--- src/rtl/fpw_pkg.sv ---
`timescale 1ns/1ps
package fpw_pkg;
  typedef enum logic [1:0] {
    WM_LEGACY     = 2'b00,
    WM_MERGE      = 2'b01,
    WM_MASKED     = 2'b10,
    WM_MASKED_ALT = 2'b11
  } wmode_e;

  localparam int SP_EXP  = 8;
  localparam int SP_FRAC = 23;
  localparam int SP_W    = 1 + SP_EXP + SP_FRAC;
  localparam int DP_EXP  = 11;
  localparam int DP_FRAC = 52;
  localparam int DP_W    = 1 + DP_EXP + DP_FRAC;
  localparam int SP_BIAS = (1 << (SP_EXP - 1)) - 1;
  localparam int DP_BIAS = (1 << (DP_EXP - 1)) - 1;
  localparam int REBIAS  = DP_BIAS - SP_BIAS;
  localparam int FR_PAD  = DP_FRAC - SP_FRAC;
endpackage

--- src/rtl/fpw_lzc.sv ---
`timescale 1ns/1ps
module fpw_lzc #(
  parameter int W  = 23,
  localparam int CW = (W > 1) ? $clog2(W) : 1
) (
  input  logic [W-1:0]  vec_i,
  output logic [CW-1:0] cnt_o
);
  // scan upward; the highest set bit is assigned last and wins
  always_comb begin
    cnt_o = '0;
    for (int i = 0; i < W; i++) begin
      if (vec_i[i]) cnt_o = CW'(W - 1 - i);
    end
  end
endmodule

--- src/rtl/fpw_convert.sv ---
`timescale 1ns/1ps
module fpw_convert
  import fpw_pkg::*;
(
  input  logic [SP_W-1:0] src_i,
  output logic [DP_W-1:0] res_o,
  output logic            denorm_o,
  output logic            snan_o
);
  localparam int LZW = $clog2(SP_FRAC);

  logic               sgn;
  logic [SP_EXP-1:0]  exp_s;
  logic [SP_FRAC-1:0] frac_s;
  logic               exp_zero, exp_max, frac_nz;
  logic [LZW-1:0]     lz;
  logic [LZW:0]       shamt;
  logic [SP_FRAC:0]   norm_frac;
  logic [DP_EXP-1:0]  exp_norm, exp_sub;

  assign sgn    = src_i[SP_W-1];
  assign exp_s  = src_i[SP_W-2 -: SP_EXP];
  assign frac_s = src_i[SP_FRAC-1:0];

  assign exp_zero = ~|exp_s;
  assign exp_max  = &exp_s;
  assign frac_nz  = |frac_s;

  fpw_lzc #(.W(SP_FRAC)) u_lzc (
    .vec_i (frac_s),
    .cnt_o (lz)
  );

  assign shamt     = (LZW+1)'(lz) + (LZW+1)'(1);
  assign norm_frac = {1'b0, frac_s} << shamt;
  assign exp_norm  = DP_EXP'(exp_s) + DP_EXP'(REBIAS);
  assign exp_sub   = DP_EXP'(REBIAS) - DP_EXP'(lz);

  always_comb begin
    if (exp_zero && !frac_nz) begin
      res_o = {sgn, {(DP_W-1){1'b0}}};
    end else if (exp_zero) begin
      res_o = {sgn, exp_sub, norm_frac[SP_FRAC-1:0], {FR_PAD{1'b0}}};
    end else if (exp_max && !frac_nz) begin
      res_o = {sgn, {DP_EXP{1'b1}}, {DP_FRAC{1'b0}}};
    end else if (exp_max) begin
      res_o = {sgn, {DP_EXP{1'b1}}, 1'b1, frac_s[SP_FRAC-2:0], {FR_PAD{1'b0}}};
    end else begin
      res_o = {sgn, exp_norm, frac_s, {FR_PAD{1'b0}}};
    end
  end

  assign denorm_o = exp_zero & frac_nz;
  assign snan_o   = exp_max & frac_nz & ~frac_s[SP_FRAC-1];
endmodule

--- src/rtl/fpw_merge.sv ---
`timescale 1ns/1ps
module fpw_merge
  import fpw_pkg::*;
#(
  parameter int VEC_W = 512
) (
  input  wmode_e           mode_i,
  input  logic             mask_i,
  input  logic             zero_i,
  input  logic [DP_W-1:0]  conv_i,
  input  logic [DP_W-1:0]  src1_hi_i,
  input  logic [VEC_W-1:0] old_dst_i,
  output logic [VEC_W-1:0] dst_o,
  output logic             lane_live_o
);
  logic masked;
  logic [DP_W-1:0] lane0;

  assign masked      = (mode_i == WM_MASKED) || (mode_i == WM_MASKED_ALT);
  assign lane_live_o = !masked || mask_i;

  always_comb begin
    if (lane_live_o)  lane0 = conv_i;
    else if (zero_i)  lane0 = '0;
    else              lane0 = old_dst_i[DP_W-1:0];
  end

  always_comb begin
    dst_o = '0;
    dst_o[DP_W-1:0] = lane0;
    if (mode_i == WM_LEGACY) dst_o[VEC_W-1:DP_W] = old_dst_i[VEC_W-1:DP_W];
    else                     dst_o[2*DP_W-1:DP_W] = src1_hi_i;
  end
endmodule

--- src/rtl/fp_widen_merge.sv ---
`timescale 1ns/1ps
module fp_widen_merge
  import fpw_pkg::*;
#(
  parameter int VEC_W = 512
) (
  input  logic             clk_i,
  input  logic             rst_ni,
  input  logic             valid_i,
  input  logic [1:0]       mode_i,
  input  logic             mask_i,
  input  logic             zero_i,
  input  logic [SP_W-1:0]  src_i,
  input  logic [DP_W-1:0]  src1_hi_i,
  input  logic [VEC_W-1:0] old_dst_i,
  output logic             valid_o,
  output logic [VEC_W-1:0] dst_o,
  output logic             denorm_o,
  output logic             invalid_o
);
  logic [DP_W-1:0]  conv;
  logic             is_denorm, is_snan, lane_live;
  logic [VEC_W-1:0] dst_d;

  fpw_convert u_conv (
    .src_i    (src_i),
    .res_o    (conv),
    .denorm_o (is_denorm),
    .snan_o   (is_snan)
  );

  fpw_merge #(.VEC_W(VEC_W)) u_merge (
    .mode_i      (wmode_e'(mode_i)),
    .mask_i      (mask_i),
    .zero_i      (zero_i),
    .conv_i      (conv),
    .src1_hi_i   (src1_hi_i),
    .old_dst_i   (old_dst_i),
    .dst_o       (dst_d),
    .lane_live_o (lane_live)
  );

  always_ff @(posedge clk_i or negedge rst_ni) begin
    if (!rst_ni) begin
      valid_o   <= 1'b0;
      dst_o     <= '0;
      denorm_o  <= 1'b0;
      invalid_o <= 1'b0;
    end else begin
      valid_o <= valid_i;
      if (valid_i) begin
        dst_o     <= dst_d;
        denorm_o  <= lane_live & is_denorm;
        invalid_o <= lane_live & is_snan;
      end
    end
  end
endmodule

--- config.mk ---
export PLATFORM = sky130hd
export DESIGN_NAME = fp_widen_merge
export DESIGN_NICKNAME = d
export VERILOG_FILES = /design/src/rtl/fpw_pkg.sv /design/src/rtl/fpw_lzc.sv /design/src/rtl/fpw_convert.sv /design/src/rtl/fpw_merge.sv /design/src/rtl/fp_widen_merge.sv
export SDC_FILE = /design/constraint.sdc
export NUM_CORES = 1
export LEC_CHECK = 0
export BUFFER_PORTS_ARGS = -buffer_cell sky130_fd_sc_hd__buf_2
export CAP_MARGIN = 10
export CORE_AREA = 2 2 442 444
export CTS_BUF_LIST = sky130_fd_sc_hd__clkbuf_16
export CTS_CLUSTER_SIZE = 8
export DETAILED_ROUTE_END_ITERATION = 10
export DIE_AREA = 0 0 444 446
export PLACE_DENSITY = 0.3
export SLEW_MARGIN = 20
export SYNTH_ARGS = -nofsm -noshare
export SYNTH_HDL_FRONTEND = slang
export SYNTH_SLANG_ARGS = --single-unit
--- constraint.sdc ---
create_clock -name clk_i -period 1.45 [get_ports clk_i]
set_clock_uncertainty 0.15 [all_clocks]
set_input_delay 0.145 -clock clk_i [delete_from_list [all_inputs] [get_ports clk_i]]
set_output_delay 0.145 -clock clk_i [all_outputs]
set_load 0.02 [all_outputs]
# After elaboration in Yosys (flattened, before gate mapping)
# Index checks and enable logic that the tools add are counted.
# classes
n_eq_ne	2
shifts	1
addsub	3
n_bitwise	6
reduce_logical	11
muxes	31
# op_table
op	count
$mux W384	1
$mux W63	4
$mux W64	3
$mux W5	23
$reduce_or A23 Y1	1
$shl A23 B6 Y23	1
$add A8 B10 Y11 const B	1
$sub A10 B5 Y11 const A	1
$reduce_and A8 Y1	1
$reduce_or A8 Y1	1
$add A5 B1 Y6 const B	1
$and A1 B1 Y1	5
$eq A2 B2 Y1 const B	2
$logic_not A1 Y1	3
$logic_and A1 B1 Y1	2
$logic_not A2 Y1	1
$logic_or A1 B1 Y1	2
$not A1 Y1	1
# word_totals
output_inout_bits	515
in_bits	615
register_bits	515
word_cells	58

# Logic depth before layout (Yosys ltp)
# Gate-level depths: netlist (run 1).
# depth
word_depth	28
depth_mapped	15
depth_no_buf	12

# Hierarchy
# A second synthesis (run 1) with hierarchy kept.
# hier_totals
cells_unflattened	2044
hier_area_um2	26277.7
# by_module_without_submodules
module	area_per_inst_um2	cells_each	instances
fp_widen_merge	19130.8	1090	1
fpw_merge	4887.2	642	1
fpw_convert	2014.4	268	1
fpw_lzc	245.2	44	1

# Worst setup path before layout (run 1)
# OpenSTA, ideal clock, no wires.
# synth_path
kind	input port to flip-flop
startpoint	input port src_i[8]
endpoint	register dst_o[50]
path_slack_ns	-1.654
setup_time_ns	0.119
path_stages	14
arrival_time_ns	2.835
path_buffers	4
cell_sequence	clkbuf_8 -> or4_1 -> a21oi_1 -> or4_1 -> a31oi_2 -> inv_1 -> ha_1 -> clkbuf_8 -> clkbuf_1 -> clkbuf_1 -> a211oi_1 -> o31ai_1 -> a21oi_1 -> o21a_1
# synth_via
elab_chain_len	20
# synth_lines
element	line	text
start: declaration	fp_widen_merge.sv:13	input logic [SP_W-1:0] src_i,
$mux W5 (15 in series)	fpw_lzc.sv:13	if (vec_i[i]) cnt_o = CW'(W - 1 - i);
$add A5 B1 Y6	fpw_convert.sv:34	assign shamt = (LZW+1)'(lz) + (LZW+1)'(1);
$shl A23 B6 Y23	fpw_convert.sv:35	assign norm_frac = {1'b0, frac_s} << shamt;
$mux W63	fpw_convert.sv:42	end else if (exp_zero) begin
$mux W63 *	fpw_convert.sv:40	if (exp_zero && !frac_nz) begin
$mux W64 *	fpw_merge.sv:23	if (lane_live_o) lane0 = conv_i;
end signal: assignment	fp_widen_merge.sv:52	dst_o <= dst_d;
end: declaration	fp_widen_merge.sv:17	output logic [VEC_W-1:0] dst_o,
# Mark *: on every way between the ends. The rest lies on a longest branch, timed or not.
# A chain may end at the register's enable or synchronous reset.

# Worst setup path in the final report (run 1)
# layout_path
startpoint	input port src_i[3]
endpoint	register dst_o[35]
# layout_via
elab_chain_len	25
# layout_lines
element	line
$mux W5 (20 in series)	fpw_lzc.sv:13
$add A5 B1 Y6	fpw_convert.sv:34
$shl A23 B6 Y23	fpw_convert.sv:35
$mux W63	fpw_convert.sv:42
$mux W63 *	fpw_convert.sv:40
$mux W64 *	fpw_merge.sv:23
# Marks and branches as above.

==> results of run 1 <==
cells by family after synthesis:
| logic type | synth area share (%) |
|---|---|
| xor+xnor | 0.303 |
| buf+inv | 10.8 |
| flops | 55.7 |
| fa+ha+maj | 0.108 |
| mux | 1.76 |
| compound gates | 15.5 |
| simple gates | 15.8 |
power groups by stage:
stage / clock, uW / sequential, uW / combinational [uW]
4_1_cts: 18200 / 16200 / 11800
6_report: 17500 / 16200 / 12100
2_1_floorplan: 0 / 17200 / 2130
5_1_grt: 18800 / 16300 / 12900
3_3_place_gp: 0 / 16200 / 8080
3_5_place_dp: 0 / 16200 / 8040
registers in the layout, indices dropped and copies added (netlist names):
| signal | cells |
|---|---|
| valid_o | 1 |
| dst_o | 512 |
| denorm_o | 1 |
| invalid_o | 1 |
routing by layer:
layer / vias to the layer above / GRT usage (%) / routed length (um)
met4: 28 / 4.55 / 4300
li1: 13700 / - / -
met3: 223 / 3.23 / 8130
met1: 13900 / 18.7 / 65400
met2: 818 / 26.7 / 78600
met5: - / 0 / 173
layout make-up:
type	count	area, sq um
antenna	15	37.5
clock buffer	78	1950
clock inverter	28	248
fill	20900	142000
inverter	430	1620
multi-input combinational	1470	8620
sequential	515	12900
tap	2542	3180
timing repair buffer	2598	23300
path summary, 6_finish.rpt:
path / startpoint / endpoint / slack [ns] / cells after the start
worst max-delay path: src_i[3] / dst_o[35] / -0.84 / 15
min in group asynchronous: rst_ni / dst_o[229] / 0.42 / 3
worst max register to register: dst_o[103] / dst_o[103] / -0.03 / 4
worst min register to register: dst_o[387] / dst_o[387] / 0.38 / 2
max in group asynchronous: rst_ni / valid_o / 0 / 4
worst min-delay path: valid_i / dst_o[35] / -0.19 / 3
cell usage in the layout, fill, tap and decap left out, drive strengths merged, types with 14 or more instances in the layout:
cell type | netlist | routed
a22oi | 14 | 14
o21ai | 435 | 435
a31oi | 71 | 71
buf | 44 | 1716
clkbuf | 159 | 78
nand2 | 173 | 173
inv | 430 | 446
dlygate4sd3 | 0 | 879
mux2i | 26 | 26
nand3 | 431 | 431
dfrtp | 515 | 515
a21oi | 63 | 63
nor2 | 116 | 116
diode | 0 | 15
nor3 | 14 | 14
through the flow:
step	total power, uW	instances	setup TNS, ns
detailed placement	24200	6440	-93.75
CTS	46300	7550	-236.92
global placement	24300	6440	-93.61
global route	47900	7673	-106.11
finish	45800	7676	-54.70
floorplan	19400	2618	-34.54
worst max-delay path: stages:
cell	delay [ns]
buf_8	0.10
or4_4	0.52
a21oi_2	0.12
or4_4	0.14
a31oi_4	0.11
buf_6	0.14
ha_4	0.19
xnor2_4	0.15
buf_12	0.14
and2_4	0.18
buf_6	0.12
a22oi_4	0.11
o21ai_2	0.10
or3_1	0.32
a31oi_1	0.15
repair_timing:
action | 4_1_cts | 5_1_grt
pin swaps | 55 | 55
setup endpoints to repair | 549 | 1127
hold buffers | 886 | 5
setup buffers | 122 | 115
hold endpoints to repair | 1028 | 7
resized for setup | 1209 | 122
==> reports/summary.log, run 1 <==
INFO  yosys          postSynth.asyncResetShare=100%
INFO  placed_design  gp_congestion=0.854
INFO  yosys          ys_seq_area_share=55.7%
INFO  grt            grt_remaining_overflow=0
INFO  sta            timing.final.crit_share=158%
INFO  placed_design  pre_cts_slack=-1.69ns
INFO  min_path       hp-class=in -> reg
INFO  sta            finalWorstSetupSlack=-0.839ns
INFO  pwr            power_report.internal_total=31500uW
INFO  drt            drt_first_pass_iters=5
INFO  yosys          yosys_warnings=0
INFO  finish         share_of_cells_above_drive_strength_1=38.9%
INFO  yosys          netlist_top_cells_area=dfrtp_1 (56%), o21ai_0 (9.4%), nand3_1 (9.3%)
INFO  grt            gr-usage-all-layers=15.3%
INFO  floorplanning  row_count=162
INFO  drt            drt-initial-drc-count=1297
INFO  sta            rsz0062_at_grt=true
INFO  placed_design  count_of_input_and_output_buffers=1129
INFO  grt            number_of_global_route_vias_before_repair=30.0k
INFO  drt            via_per_inst=3.74
INFO  pwr            power.share.switching=31.2%
INFO  pwr            seq_power_share=35.4%
INFO  floorplanning  die_area=198000squm
INFO  finish         layout_nets=5710
INFO  yosys          synth_cells=2618
INFO  yosys          synth_cell_type_count=74
INFO  floorplanning  initial_utilization=12.0%
INFO  yosys          synth_commonest_cells=dfrtp_1 (515), o21ai_0 (433), nand3_1 (431)
INFO  drt            postRouteWirelength=157000um
INFO  drt            avgRoutedWirePerCell=20.4um
INFO  grt            antenna_found_initial=38
INFO  finish         flow.area_growth_from_synthesis=124%
INFO  yosys          post_synth_edffs=0
INFO  worst_setup_path end_kind=flop
INFO  status         status=finished with violations
INFO  yosys          synth_fp_nets=3235
INFO  clock_network  clk_latency=0.68ns
INFO  clock_network  clockRootBuffer=clkbuf_16
INFO  pwr            pwr_density_cell=883nW/um^2
INFO  status         violated_checks=negative hold slack, negative setup slack
INFO  sta            fin_crit=2.29ns
INFO  floorplanning  core_region_area=194000squm
INFO  sta            fmax=437MHz
INFO  worst_setup_path critical_path_peak_fanout=5
INFO  floorplanning  pin_count=1130
INFO  grt            largest_net_degree_at_the_start_of_global_routing=51
INFO  sta            hold_viol=2
INFO  floorplanning  die-height=446um
INFO  drt            number_of_vias_after_detailed_routing=28.7k
INFO  sta            worst_slack_on_hold_paths=-0.195ns
INFO  worst_setup_path critPathArrivalTime=2.72ns
INFO  yosys          most_frequent_cell_after_synthesis=dfrtp_1
INFO  yosys          ys_ff_latch=515
INFO  grt            first_pass_grt_wire_length=220000um
INFO  pwr            vdd_drop_max=0.000721V
INFO  clock_network  cts.clk_slew.worst_paths=0.05ns
INFO  clock_network  cts.htree.levels=3
INFO  sta            slew_violations=0
INFO  sta            max-slew-margin-rel=42.5%
INFO  pwr            power.static_leakage=0.0235uW
INFO  placed_design  detailedPlacementHpwl=121000um
INFO  worst_setup_path worst_path_required_time=1.88ns
INFO  pwr            pwr-share-clk=38.3%
INFO  yosys          yosys.area.top_type=dfrtp_1
INFO  sta            worstMarginPinSlew=0.862ns
INFO  worst_setup_path critPathKind=in -> reg
INFO  clock_network  clock_tree_from_tritoncts=yes
INFO  finish         finish.utilization=26.8%
INFO  floorplanning  die_x=444um
INFO  worst_setup_path setup.worst_path.start_class=primary input
INFO  yosys          syn_area_per_cell=8.84squm
INFO  clock_network  clkSinkCount=515
INFO  sta            setup-violations-final=570
INFO  yosys          post-synth-top-area-fraction=55.7%
INFO  drt            drc=0
INFO  yosys          postSynth.topFlopCell=dfrtp_1
INFO  yosys          netlist_area=23200squm
INFO  placed_design  detailed_place.area=34700squm
INFO  clock_network  cts-buffers-inserted=78
INFO  drt            antenna_violating_nets_post_route=0
INFO  finish         summed_area_of_non_filler_cells_in_the_final_layout=51900squm
INFO  pwr            switching_power_of_the_nets=14300uW
INFO  pwr            comb_power_share=26.4%
INFO  clock_network  max-clock-path-buffers=3
INFO  job            maxCapViolCount=0
(Power assumes the default switching activity.)
==> run 2, diff against run 1 <==
HOLD_SLACK_MARGIN = 0.06   (was unset)
==> run 2 against run 1 <==
Net effect:
- the flow still finishes with violations (negative hold slack, negative setup slack)
- global-route usage grew 0.19 points
- sequential power barely moved
- fmax is 0.62% higher
- combinational power is 4% higher
- critical path type unchanged
- largest cell class unchanged
==> reports/summary.log, run 2 (synthesized netlist as in run 1, its figures left out) <==
INFO  worst_setup_path worstReg2RegStart=dst_o[103]
INFO  drt            drt_first_pass_iters=7
INFO  pwr            pwr_density_cell=850nW/um^2
INFO  finish         multi_input_comb_area=8510squm
INFO  clock_network  cts.htree.levels=3
INFO  worst_setup_path critical_path.max_stage_delay=0.52ns
INFO  worst_setup_path end_kind=flop
INFO  finish         share_of_cells_above_drive_strength_1=37.3%
INFO  sta            worst_slack_on_hold_paths=-0.370ns
INFO  finish         layout_nets=5978
INFO  worst_setup_path worst_path_max_delay_cell=or4_4
INFO  floorplanning  initial_utilization=12.0%
INFO  finish         top_register=dst_o
INFO  finish         seq_area=12900squm
INFO  clock_network  cts.clk_slew.worst_paths=0.06ns
INFO  finish         commonest_non_fill_non_tap_cell_in_the_layout=dlygate4sd3_1
INFO  grt            first_pass_grt_wire_length=224000um
INFO  drt            via_per_inst=3.74
INFO  placed_design  gp_congestion=0.854
INFO  min_path       worstHoldStart=valid_i
INFO  floorplanning  die_x=444um
INFO  clock_network  clkSinkCount=515
INFO  floorplanning  die_area=198000squm
INFO  sta            slew_violations=0
INFO  drt            avgRoutedWirePerCell=20.2um
INFO  min_path       hold_path_depth=3
INFO  sta            fin_crit=2.28ns
INFO  grt            largest_net_degree_at_the_start_of_global_routing=52
INFO  sta            setup-violations-final=1080
INFO  grt            gr-usage-all-layers=15.5%
INFO  min_path       hp-class=in -> reg
INFO  drt            postRouteWirelength=160000um
INFO  worst_setup_path worst_path_required_time=1.86ns
INFO  grt            number_of_global_route_vias_before_repair=31.0k
INFO  pwr            power.static_leakage=0.0248uW
INFO  worst_setup_path critical_path_peak_fanout=5
INFO  worst_setup_path critical_path.reg2reg.endpoint=dst_o[103]
INFO  worst_setup_path critPathKind=in -> reg
INFO  sta            max-slew-margin-rel=45.6%
INFO  clock_network  clock_tree_from_tritoncts=yes
INFO  placed_design  count_of_input_and_output_buffers=1129
INFO  worst_setup_path worstPathCellList=buf_8 > or4_4 > a21oi_2 > or4_4 > a31oi_4 > buf_6 > ha_4 > buf_4 > a31oi_4 > inv_2 > buf_4 > a221oi_2 > nor3_2 > o221a_2
INFO  finish         mostFrequentLayoutCells=dlygate4sd3_1 (1105), buf_2 (602), buf_6 (564), buf_4 (489), dfrtp_1 (483)
INFO  floorplanning  row_count=162
INFO  worst_setup_path timing.reg2reg.worst_path_depth=4
INFO  drt            drc=0
INFO  clock_network  max-clock-path-buffers=3
INFO  worst_setup_path critPathArrivalTime=2.68ns
INFO  worst_setup_path critical-path-top-delay-family=compound AO/OA/AOI/OAI gates
INFO  sta            timing.final.crit_share=157%
INFO  placed_design  pre_cts_slack=-1.69ns
INFO  worst_setup_path worst-path-buf-inv=5
INFO  grt            antenna_found_initial=34
INFO  worst_setup_path r2r_setup_slack=-0.03ns
INFO  grt            grt_remaining_overflow=0
INFO  floorplanning  core_region_area=194000squm
INFO  clock_network  clockRootBuffer=clkbuf_16
INFO  sta            rsz0062_at_grt=true
INFO  finish         summed_area_of_non_filler_cells_in_the_final_layout=54500squm
INFO  status         status=finished with violations
INFO  placed_design  detailedPlacementHpwl=121000um
INFO  finish         largest_register_ff_count=512
INFO  floorplanning  pin_count=1130
INFO  sta            worstMarginPinSlew=0.815ns
INFO  finish         fill_cells=20.7k
INFO  sta            finalWorstSetupSlack=-0.825ns
INFO  status         violated_checks=negative hold slack, negative setup slack
INFO  drt            antenna_violating_nets_post_route=0
INFO  worst_setup_path setup.worst_path.start_class=primary input
INFO  job            maxCapViolCount=0
INFO  finish         flow.area_growth_from_synthesis=136%
INFO  drt            drt-initial-drc-count=1344
INFO  clock_network  cts-buffers-inserted=78
INFO  drt            number_of_vias_after_detailed_routing=29.7k
INFO  pwr            vdd_drop_max=0.000735V
INFO  min_path       hold_path_end=dst_o[484]
INFO  sta            hold_viol=4
INFO  placed_design  detailed_place.area=34700squm
INFO  sta            fmax=440MHz
INFO  floorplanning  die-height=446um
INFO  clock_network  clk_latency=0.68ns
## run 2: changes by cell type in the layout (fill, tap and decap cells not counted), moves of 3 or more
cell            previous run  this run
xnor2_1                    0         3
buf_6                    571       564
clkbuf_16                 78        86
buf_4                    465       489
buf_16                     0         3
dlymetal6s4s_1             2        11
clkbuf_2                   0         4
nor2_1                    99       102
mux2i_1                   16        19
xnor2_2                    3         0
dlygate4sd3_1            879      1105
## run 2: metal layers
metal	vias up	part of all wire, %	global-route usage, %
li1	14200	-	-
met1	14400	42	18.8
met2	822	50	27.0
met3	236	4.7	3.15
met4	22	3.2	5.06
met5	-	0.082	0
## run 2: final cells by class
type	instances	share of cell area, %
Timing Repair Buffer	2866	47.8
Tap cell	2542	5.83
Inverter	430	2.97
Clock inverter	28	0.454
Sequential cell	515	23.7
Clock buffer	78	3.58
Multi-Input combinational cell	1470	15.6
Antenna cell	17	0.0780
## run 2: worst max-delay path by stage
| stage | slack (ns) | end | start | cells after the start |
|---|---|---|---|---|
| 6_report | -0.83 | dst_o[46] | src_i[3] | 14 |
| 2_1_floorplan | -1.30 | dst_o[45] | src_i[13] | 13 |
| 5_1_grt | -0.86 | dst_o[35] | src_i[3] | 15 |
| 3_5_place_dp | -1.69 | dst_o[46] | src_i[13] | 13 |
| 3_3_place_gp | -1.69 | dst_o[49] | src_i[2] | 13 |
| 4_1_cts | -0.72 | dst_o[35] | src_i[3] | 15 |
## run 2: worst register-to-register path: stages (launching register included)
cell and delay, ns:
dfrtp_1 0.39, buf_4 0.14, nor2_1 0.09, a31oi_1 0.04
dlygate4sd3_1 0.55
## run 2: stage by stage
stage	TNS [ns]	util [%]	total power (uW)	std cells	hold WS [ns]
after floorplan	-34.54	-	19400	2618	-0.301
after global placement	-93.61	17.9	24300	6440	-0.126
after detailed placement	-93.75	17.9	24200	6440	-0.127
after CTS	-329.15	27.4	46700	7793	-0.465
after global routing	-283.80	28.2	48500	7939	-0.418
final	-196.16	28.2	46300	7946	-0.370
## run 2: repair_timing
item / 4_1_cts / 5_1_grt
setup endpoints to repair: 549 / 1244
hold buffers: 1129 / 9
resized for setup: 1209 / 113
endpoints found under the hold margin: 1029 / 179
pin swaps: 55 / 31
setup buffers: 122 / 137
gates cloned: 0 / 8
## run 2: power breakdown
group,internal [uW],switching (uW)
sequential,15400,830
combinational,6750,5880
clock,9830,7680
